==> src/rtl/eeprom_wctl.sv <==
`timescale 1ns/1ps
module eeprom_wctl #(
  parameter int CLK_NS      = 5,
  parameter int ADDR_W      = 11,
  parameter int DATA_W      = 8,
  parameter int T_ACC_NS    = 150,
  parameter int T_OEA_NS    = 100,
  parameter int T_AS_NS     = 10,
  parameter int T_AH_NS     = 50,
  parameter int T_DS_NS     = 50,
  parameter int T_DH_NS     = 10,
  parameter int T_WP_NS     = 100,
  parameter int T_OES_NS    = 10,
  parameter int T_OEH_NS    = 10,
  parameter int T_BUSY_NS   = 50,
  parameter int USE_RDY     = 0,
  parameter int TIMEOUT_CYC = 220000
) (
  input  logic              clk,
  input  logic              rst_n,
  input  logic              req_valid,
  input  logic              req_write,
  input  logic [ADDR_W-1:0] req_addr,
  input  logic [DATA_W-1:0] req_wdata,
  output logic              req_ready,
  output logic              rd_valid,
  output logic [DATA_W-1:0] rd_data,
  output logic              wr_done,
  output logic              wr_err,
  output logic              mem_ce_n,
  output logic              mem_oe_n,
  output logic              mem_we_n,
  output logic [ADDR_W-1:0] mem_addr,
  output logic [DATA_W-1:0] mem_dq_out,
  output logic              mem_dq_oe,
  input  logic [DATA_W-1:0] mem_dq_in,
  input  logic              mem_rdy
);

  function automatic int cyc(int ns);
    int c;
    c = (ns + CLK_NS - 1) / CLK_NS;
    return (c < 1) ? 1 : c;
  endfunction

  function automatic int mx(int a, int b);
    return (a > b) ? a : b;
  endfunction

  localparam int SYNC_N = 2;
  localparam int ACC_C  = cyc(mx(T_ACC_NS, T_OEA_NS));
  localparam int SU_C   = cyc(mx(T_AS_NS, T_OES_NS));
  localparam int PL_C   = cyc(mx(T_WP_NS, T_DS_NS));
  localparam int HD_C   = mx(mx(cyc(T_DH_NS), cyc(T_OEH_NS)), cyc(T_AH_NS) - PL_C);
  localparam int BW_C   = cyc(T_BUSY_NS) + ((USE_RDY != 0) ? SYNC_N : 0);
  localparam int MAX_C  = mx(mx(ACC_C, SU_C), mx(mx(PL_C, HD_C), BW_C));
  localparam int CW     = $clog2(MAX_C + 1);
  localparam int TW     = $clog2(TIMEOUT_CYC + 1);

  typedef enum logic [3:0] {
    S_IDLE, S_RD, S_WSU, S_WPL, S_WHD, S_WBW, S_PRD, S_PGAP, S_PRB
  } st_t;

  st_t               st;
  logic [CW-1:0]     cnt;
  logic [TW-1:0]     tmo;
  logic [ADDR_W-1:0] a_q;
  logic [DATA_W-1:0] d_q;
  logic              ce_q, oe_q, we_q, drv_q;
  logic [SYNC_N-1:0] rdy_sync;

  wire post    = (st == S_WHD) || (st == S_WBW) || (st == S_PRD) ||
                 (st == S_PGAP) || (st == S_PRB);
  wire cnt_z   = (cnt == '0);
  wire poll_ok = (mem_dq_in[DATA_W-1] == d_q[DATA_W-1]);
  wire fin     = (st == S_PRD && cnt_z && poll_ok) || (st == S_PRB && rdy_sync[SYNC_N-1]);
  wire tmo_hit = post && (tmo == TW'(TIMEOUT_CYC - 1));

  assign req_ready  = (st == S_IDLE);
  assign mem_ce_n   = ce_q;
  assign mem_oe_n   = oe_q;
  assign mem_we_n   = we_q;
  assign mem_addr   = a_q;
  assign mem_dq_out = d_q;
  assign mem_dq_oe  = drv_q;

  always_ff @(posedge clk or negedge rst_n)
    if (!rst_n) rdy_sync <= '1;
    else        rdy_sync <= {rdy_sync[SYNC_N-2:0], mem_rdy};

  always_ff @(posedge clk or negedge rst_n) begin
    if (!rst_n) begin
      st <= S_IDLE; cnt <= '0; tmo <= '0;
      a_q <= '0; d_q <= '0; rd_data <= '0;
      ce_q <= 1'b1; oe_q <= 1'b1; we_q <= 1'b1; drv_q <= 1'b0;
      rd_valid <= 1'b0; wr_done <= 1'b0; wr_err <= 1'b0;
    end else begin
      rd_valid <= 1'b0;
      wr_done  <= 1'b0;
      wr_err   <= 1'b0;
      if (post) tmo <= tmo + 1'b1;
      if (!cnt_z) cnt <= cnt - 1'b1;
      case (st)
        S_IDLE:
          if (req_valid) begin
            a_q  <= req_addr;
            ce_q <= 1'b0;
            if (req_write) begin
              d_q <= req_wdata;
              cnt <= CW'(SU_C - 1);
              st  <= S_WSU;
            end else begin
              oe_q <= 1'b0;
              cnt  <= CW'(ACC_C - 1);
              st   <= S_RD;
            end
          end
        S_RD:
          if (cnt_z) begin
            rd_data  <= mem_dq_in;
            rd_valid <= 1'b1;
            ce_q     <= 1'b1;
            oe_q     <= 1'b1;
            st       <= S_IDLE;
          end
        S_WSU:
          if (cnt_z) begin
            we_q  <= 1'b0;
            drv_q <= 1'b1;
            cnt   <= CW'(PL_C - 1);
            st    <= S_WPL;
          end
        S_WPL:
          if (cnt_z) begin
            we_q <= 1'b1;
            tmo  <= '0;
            cnt  <= CW'(HD_C - 1);
            st   <= S_WHD;
          end
        S_WHD:
          if (cnt_z) begin
            drv_q <= 1'b0;
            ce_q  <= 1'b1;
            cnt   <= CW'(BW_C - 1);
            st    <= S_WBW;
          end
        S_WBW:
          if (cnt_z) begin
            if (USE_RDY != 0) st <= S_PRB;
            else begin
              ce_q <= 1'b0;
              oe_q <= 1'b0;
              cnt  <= CW'(ACC_C - 1);
              st   <= S_PRD;
            end
          end
        S_PRD:
          if (cnt_z) begin
            ce_q <= 1'b1;
            oe_q <= 1'b1;
            if (poll_ok) begin
              wr_done <= 1'b1;
              st      <= S_IDLE;
            end else st <= S_PGAP;
          end
        S_PGAP: begin
          ce_q <= 1'b0;
          oe_q <= 1'b0;
          cnt  <= CW'(ACC_C - 1);
          st   <= S_PRD;
        end
        S_PRB:
          if (rdy_sync[SYNC_N-1]) begin
            wr_done <= 1'b1;
            st      <= S_IDLE;
          end
        default: st <= S_IDLE;
      endcase
      if (tmo_hit && !fin) begin
        ce_q <= 1'b1; oe_q <= 1'b1; we_q <= 1'b1; drv_q <= 1'b0;
        wr_err <= 1'b1;
        st     <= S_IDLE;
      end
    end
  end

  p_idle_quiet_r1: assert property (@(posedge clk) disable iff (!rst_n)
    req_ready |-> (mem_ce_n && mem_oe_n && mem_we_n && !mem_dq_oe));
  p_rdv_pulse_r2: assert property (@(posedge clk) disable iff (!rst_n)
    rd_valid |=> !rd_valid);
  p_addr_hold_r3: assert property (@(posedge clk) disable iff (!rst_n)
    !mem_we_n |-> $stable(mem_addr));
  p_data_at_rise_r4: assert property (@(posedge clk) disable iff (!rst_n)
    $rose(mem_we_n) |-> (mem_dq_oe && $stable(mem_dq_out)));
  p_we_ce_r4: assert property (@(posedge clk) disable iff (!rst_n)
    !mem_we_n |-> (!mem_ce_n && mem_dq_oe));
  p_oe_we_excl_r5: assert property (@(posedge clk) disable iff (!rst_n)
    !(!mem_we_n && !mem_oe_n));
  p_no_contention_r5: assert property (@(posedge clk) disable iff (!rst_n)
    mem_dq_oe |-> mem_oe_n);
  p_done_err_excl_r9: assert property (@(posedge clk) disable iff (!rst_n)
    !(wr_done && wr_err));
  p_done_pulse_r9: assert property (@(posedge clk) disable iff (!rst_n)
    wr_done |=> !wr_done);
  p_end_to_idle_r10: assert property (@(posedge clk) disable iff (!rst_n)
    (wr_done || wr_err || rd_valid) |-> req_ready);

endmodule

==> config.mk <==
export PLATFORM = sky130hd
export DESIGN_NAME = eeprom_wctl
export DESIGN_NICKNAME = d
export VERILOG_FILES = /design/src/rtl/eeprom_wctl.sv
export SDC_FILE = /design/constraint.sdc
export NUM_CORES = 1
export LEC_CHECK = 0
export BUFFER_PORTS_ARGS = -buffer_cell sky130_fd_sc_hd__buf_2
export CORE_MARGIN = 8
export CORE_UTILIZATION = 40
export CTS_BUF_LIST = sky130_fd_sc_hd__clkbuf_4 sky130_fd_sc_hd__clkbuf_8
export DETAILED_ROUTE_END_ITERATION = 16
export GPL_ROUTABILITY_DRIVEN = 0
export PLACE_DENSITY_LB_ADDON = 0.15
export REMOVE_ABC_BUFFERS = 1
export SKIP_LAST_GASP = 1
export SLEW_MARGIN = 20
export SYNTH_ARGS = -nofsm -noshare
export SYNTH_HDL_FRONTEND = slang
export SYNTH_SLANG_ARGS = --single-unit
==> constraint.sdc <==
create_clock -name clk -period 3.1 [get_ports clk]
set_input_delay 0.31 -clock clk [delete_from_list [all_inputs] [get_ports clk]]
set_output_delay 0.31 -clock clk [all_outputs]
set_load 0.01 [all_outputs]
* Word level (Yosys, flattened, before mapping)
Index checks and enable logic that the tools add are counted.
** Storage, ports and cells
- Register bits after elaboration :: 63
- Latch bits :: 0
- RAM bits :: 0
- Memory bits (read-only) :: 0
- Bits of input ports :: 32
- Logic and storage cells :: 107
- Memories :: 0
** Operators by class
- $add $sub $neg :: 2
- Multipliers :: 0
- Divide/modulo/power cells :: 0
- $lt $le $gt $ge :: 0
- Equal/unequal tests :: 21
- Shift operators :: 0
- Muxes and demuxes :: 43
- Bitwise logic cells :: 0
- Reductions and logical operators :: 27
** Operators with widths (number)
- $mux W18 :: 3
- $mux W4 :: 9
- $pmux W4 S9 :: 1
- $mux W5 :: 7
- $pmux W5 S6 :: 1
- $add A18 B1 Y18 const B :: 1
- $eq A18 B18 Y1 const B :: 1
- $ne A3 B2 Y1 const B :: 6
- $eq A4 B3 Y1 const B :: 4
- $mux W1 :: 15
- $reduce_bool A5 Y1 :: 2
- $ne A3 B3 Y1 const B :: 3
- $reduce_and A3 Y1 :: 3
- $eq A4 B2 Y1 const B :: 2
- $pmux W1 S4 :: 2
- $reduce_and A8 Y1 :: 1
- $ne A3 B1 Y1 const B :: 2
- $pmux W1 S2 :: 3
- $reduce_bool A3 Y1 :: 2
- $logic_and A1 B1 Y1 :: 5
- $logic_not A5 Y1 :: 1
- $logic_or A1 B1 Y1 :: 5
- $reduce_and A5 Y1 :: 1
- $sub A5 B1 Y5 const B :: 1
- 11 further kinds :: 12

* Logic depth before layout (Yosys ltp)
- Word-level depth :: 9
- Mapped depth :: 10
- Mapped depth without buffers :: 9

* Least setup slack after synthesis
OpenSTA, ideal clock, no wires.
- Path kind :: register to register
- From :: register cnt[0]
- To :: register cnt[0]
- Setup time :: 0.139 ns
- Arrival time :: 1.834 ns
- Data required time :: 2.961 ns
- Setup slack :: 1.126 ns
- Stages on the path, launching flop included :: 10
- Path through :: dfrtp_1 inv_1 ha_1 nand2b_4 nor3_4 inv_2 buf_1 ha_1 o311ai_0 o21ai_0
** On the way
- Cells in the longest elaborated chain, start to end :: 4
** RTL lines
- from (decl) :: RTL line 65 : logic [CW-1:0] cnt;
- from (signal assigned) :: RTL line 102 : if (!cnt_z) cnt <= cnt - 1'b1;
- from (signal assigned) :: RTL line 110 : cnt <= CW'(SU_C - 1);
- from (signal assigned) :: RTL line 114 : cnt <= CW'(ACC_C - 1);
- $sub A5 B1 Y5 / $logic_not A5 Y1 (equally long branches) :: RTL line 102, 74
- $mux W5 :: RTL line 102
- $mux W5, on equally long branches
- $pmux W5 S6 (*) :: RTL line 103 : case (st)
Every way passes the cells marked *; elsewhere a longest branch is shown, timed or not.
A chain may end at the register's enable or synchronous reset.

* Final worst setup path
- From :: register cnt[0]
- To :: register rd_data[7]
** On the way
- Cells in the longest elaborated chain, start to end :: 2
** RTL lines
- $logic_not A5 Y1 :: RTL line 74 : wire cnt_z = (cnt == '0);
- $reduce_and A2 Y1 (no source line)
- to (signal assigned) :: RTL line 120 : rd_data <= mem_dq_in;
- to (decl) :: RTL line 27 : output logic [DATA_W-1:0] rd_data,
Every way passes these cells.

==> flow_summary_export.csv <==
group,metric,value,unit
sta,worst_slack,822,ps
critical_path,cp_max_fo,18,
synth,synthMuxAreaShare,0.116,
critical_path,r2r_setup_slack,820,ps
drt,first_pass_iters,5,
floorplanning,die_h,101,um
cts,cts_max_level,3,
drt,drt_iter0_drc,102,
synth,synth.distinct_cells,51,
synth,ys.flop_type,"dfrtp_1",
sta,rsz0062_at_grt,"no",
power,ir_worst_vdd,0.000483,V
sta,fin_crit_sh,0.735,
drt,post-route-drc-count,0,
cts,cts_tree,"yes",
sta,min_period,2280,ps
synth,yosys.area_share.simple,0.180,
critical_path,crit_type,"reg -> reg",
cells_and_area,fin_nets,368,
run,drv_cap,0,
cells_and_area,syn2layout_area_growth,23.2,%
floorplanning,core_area,7140,um2
synth,synthAdderAreaFrac,0.0130,
drt,drtAntennaViolNets,0,
critical_path,cp.arrival,2510,ps
synth,syn_avg_cell_area,11.0,um2
critical_path,slowest_delay,620,ps
place,dp_hpwl,4.66,mm
floorplanning,num_io_pins,67,
sta,fin_skew,8.87,ps
synth,seq_area_frac_synth,0.521,
cts,post-cts-setup-buffer-count,0,
cells_and_area,drive_above_1_share,0.385,
floorplanning,die_area,10200,um2
drt,drt-total-wl,6.51,mm
cts,clk_pin_slew,80,ps
cts,cts_root_buffer,"clkbuf_8",
drt,routedWlPerCell,14.9,um
grt,grt_pass1_wl,11.2,mm
place,numPortBuffers,65,
grt,antenna_found_initial,0,
sta,report.final.hold_viol_count,0,
cts,cts_sinks,60,
sta,max_freq,0.439,GHz
sta,setup-tns-final,0,ps
place,dpl_worst_slack,810,ps
critical_path,required,3330,ps
grt,grt_max_degree,29,
sta,finalMaxSlewViolations,0,
cells_and_area,nFillCells,700,
cells_and_area,final_core_util,0.499,
synth,ys_seq_elements,60,
power,p_leak,1.70,nW
floorplanning,die-width,101,um
synth,synth-compound-area-share,0.0883,
synth,synth-warning-count,0,
status,status,"complete, no violations",
critical_path,crit_path_end_kind,"flip-flop",
synth,synth-async-reset-ratio,1.00,
cts,clk_latency,340,ps
synth,synth_top_family_by_area,"simple AND/OR/NAND/NOR gates",
synth,synth_edf_count,0,
cts,cts_buffers,9,
sta,finalSetupViolCount,0,
synth,synth-xor-area-share,0.0515,
critical_path,crit_path_cell_trace,"inv_1, ha_1, nand2b_4, nor3_4, inv_2, nor3_2, mux2_2",
synth,synth_area,2890,um2
drt,via_count,2212,
critical_path,slowest_stage,"nor3_2",
hold_path,hp-class,"in -> reg",
critical_path,crit_buf_inv,2,
critical_path,critPathTopFamily,"simple AND/OR/NAND/NOR gates",
grt,overflow,0,
synth,synthCells,262,
sta,slew_headroom,0.532,
cells_and_area,diodes,0,
drt,post_drt_via_cell_ratio,5.06,
power,p_per_area,975,nW/um2
grt,grt_pass1_vias,2354,
sta,worstMarginPinSlew,698,ps
floorplanning,initial_utilization,0.405,
cts,clock_path_buffers,2,
grt,track_usage,0.137,
critical_path,worstSetupStartpointType,"flip-flop",
floorplanning,row_count,31,
==> path summary, 6_finish.rpt <==
kind | startpoint | to | cells past startpoint
worst max-delay path | cnt[0] | rd_data[7] | 7
worst min-delay path | req_wdata[4] | mem_dq_out[4] | 2
worst max register to register | cnt[0] | rd_data[7] | 7
worst min register to register | mem_dq_out[2] | mem_dq_out[2] | 1
max in group asynchronous | rst_n | tmo[8] | 3
min in group asynchronous | rst_n | mem_dq_out[5] | 2
==> cell usage after synthesis (3+ instances only) <==
| cell | count | area [um2] |
|---|---|---|
| dfrtp_1 | 57 | 1430 |
| nor2_1 | 29 | 109 |
| mux2_2 | 27 | 304 |
| nand2_1 | 20 | 75.1 |
| xor2_1 | 11 | 96.3 |
| nor3_1 | 10 | 50.1 |
| o21ai_0 | 9 | 45.0 |
| nand4_1 | 8 | 50.1 |
| a21oi_1 | 7 | 35.0 |
| inv_1 | 7 | 26.3 |
| xnor2_1 | 6 | 52.6 |
| buf_2 | 5 | 25.0 |
| a31oi_1 | 4 | 25.0 |
| and2_1 | 4 | 25.0 |
| clkbuf_1 | 4 | 15.0 |
| nand3_1 | 4 | 20.0 |
| dfstp_2 | 3 | 78.8 |
| ha_1 | 3 | 37.5 |
| mux2i_1 | 3 | 30.0 |
| o31ai_1 | 3 | 22.5 |
==> repair_timing <==
| item | CTS | global route |
|---|---|---|
| resized for setup | 0 | 0 |
| hold buffers | 1 | 0 |
| endpoints found under the hold margin | 13 | 0 |
==> routing by layer <==
layer  global-route usage  routed length (um)
met1                0.166                3030
met2                0.217                3050
met3               0.0511                 366
met4               0.0504                  61
met5                    0                   0
==> sequential cells by signal, indices dropped and copies added (netlist names) <==
register / flops
mem_ce_n: 1
rd_valid: 1
mem_dq_oe: 1
rd_data: 8
mem_dq_out: 8
wr_done: 1
mem_addr: 11
tmo: 18
mem_we_n: 1
mem_oe_n: 1
cnt: 5
st: 3
wr_err: 1
==> power by group <==
group	internal, W	total (W)	leakage (nW)	switching [W]
Combinational	0.000645	0.00134	0.831	0.000695
Clock	0.000456	0.000791	0.106	0.000335
Sequential	0.00109	0.00134	0.759	0.000248
==> stage by stage <==
| stage | total power (W) | hold WS [ps] | instances | area, um2 |
|---|---|---|---|---|
| floorplan | 0.00222 | 14.4 | 250 | 2830 |
| global placement | 0.00268 | 231 | 420 | 3330 |
| detailed placement | 0.00270 | 226 | 420 | 3330 |
| CTS | 0.00351 | 183 | 437 | 3560 |
| global route | 0.00375 | 169 | 437 | 3560 |
| finish | 0.00347 | 199 | 437 | 3560 |
==> cell usage in the layout, fill, tap and decap left out, drive strengths merged, types with 2 or more instances in the layout <==
cell	n
nor2	29
nand2	21
ha	3
and2	4
a211o	2
dfrtp	57
clkbuf	9
nand3	4
and4	2
nor3	13
nand4	8
o21ai	9
or3	2
inv	8
mux2i	3
buf	71
a31oi	4
clkinv	3
xnor2	6
nor4	2
o31ai	3
clkinvlp	2
dfstp	3
and3	4
mux2	27
bufinv	2
o32ai	2
xor2	11
a21oi	7
o221a	2
==> kinds of logic after synthesis <==
| family | Yosys count |
|---|---|
| xor+xnor | 17 |
| fa+ha+maj | 3 |
| flops | 60 |
| simple gates | 95 |
| buf+inv | 20 |
| compound gates | 37 |
| mux | 30 |
==> layout make-up <==
type / instances / area (um2) / area share
Tap cell: 99 / 124 / 0.0348
Multi-Input combinational cell: 182 / 1300 / 0.364
Clock inverter: 7 / 101 / 0.0285
Sequential cell: 60 / 1510 / 0.423
Clock buffer: 9 / 124 / 0.0348
Timing Repair Buffer: 72 / 380 / 0.107
Inverter: 8 / 30.0 / 0.00843
Note: power is estimated with default switching activity, not from simulation.
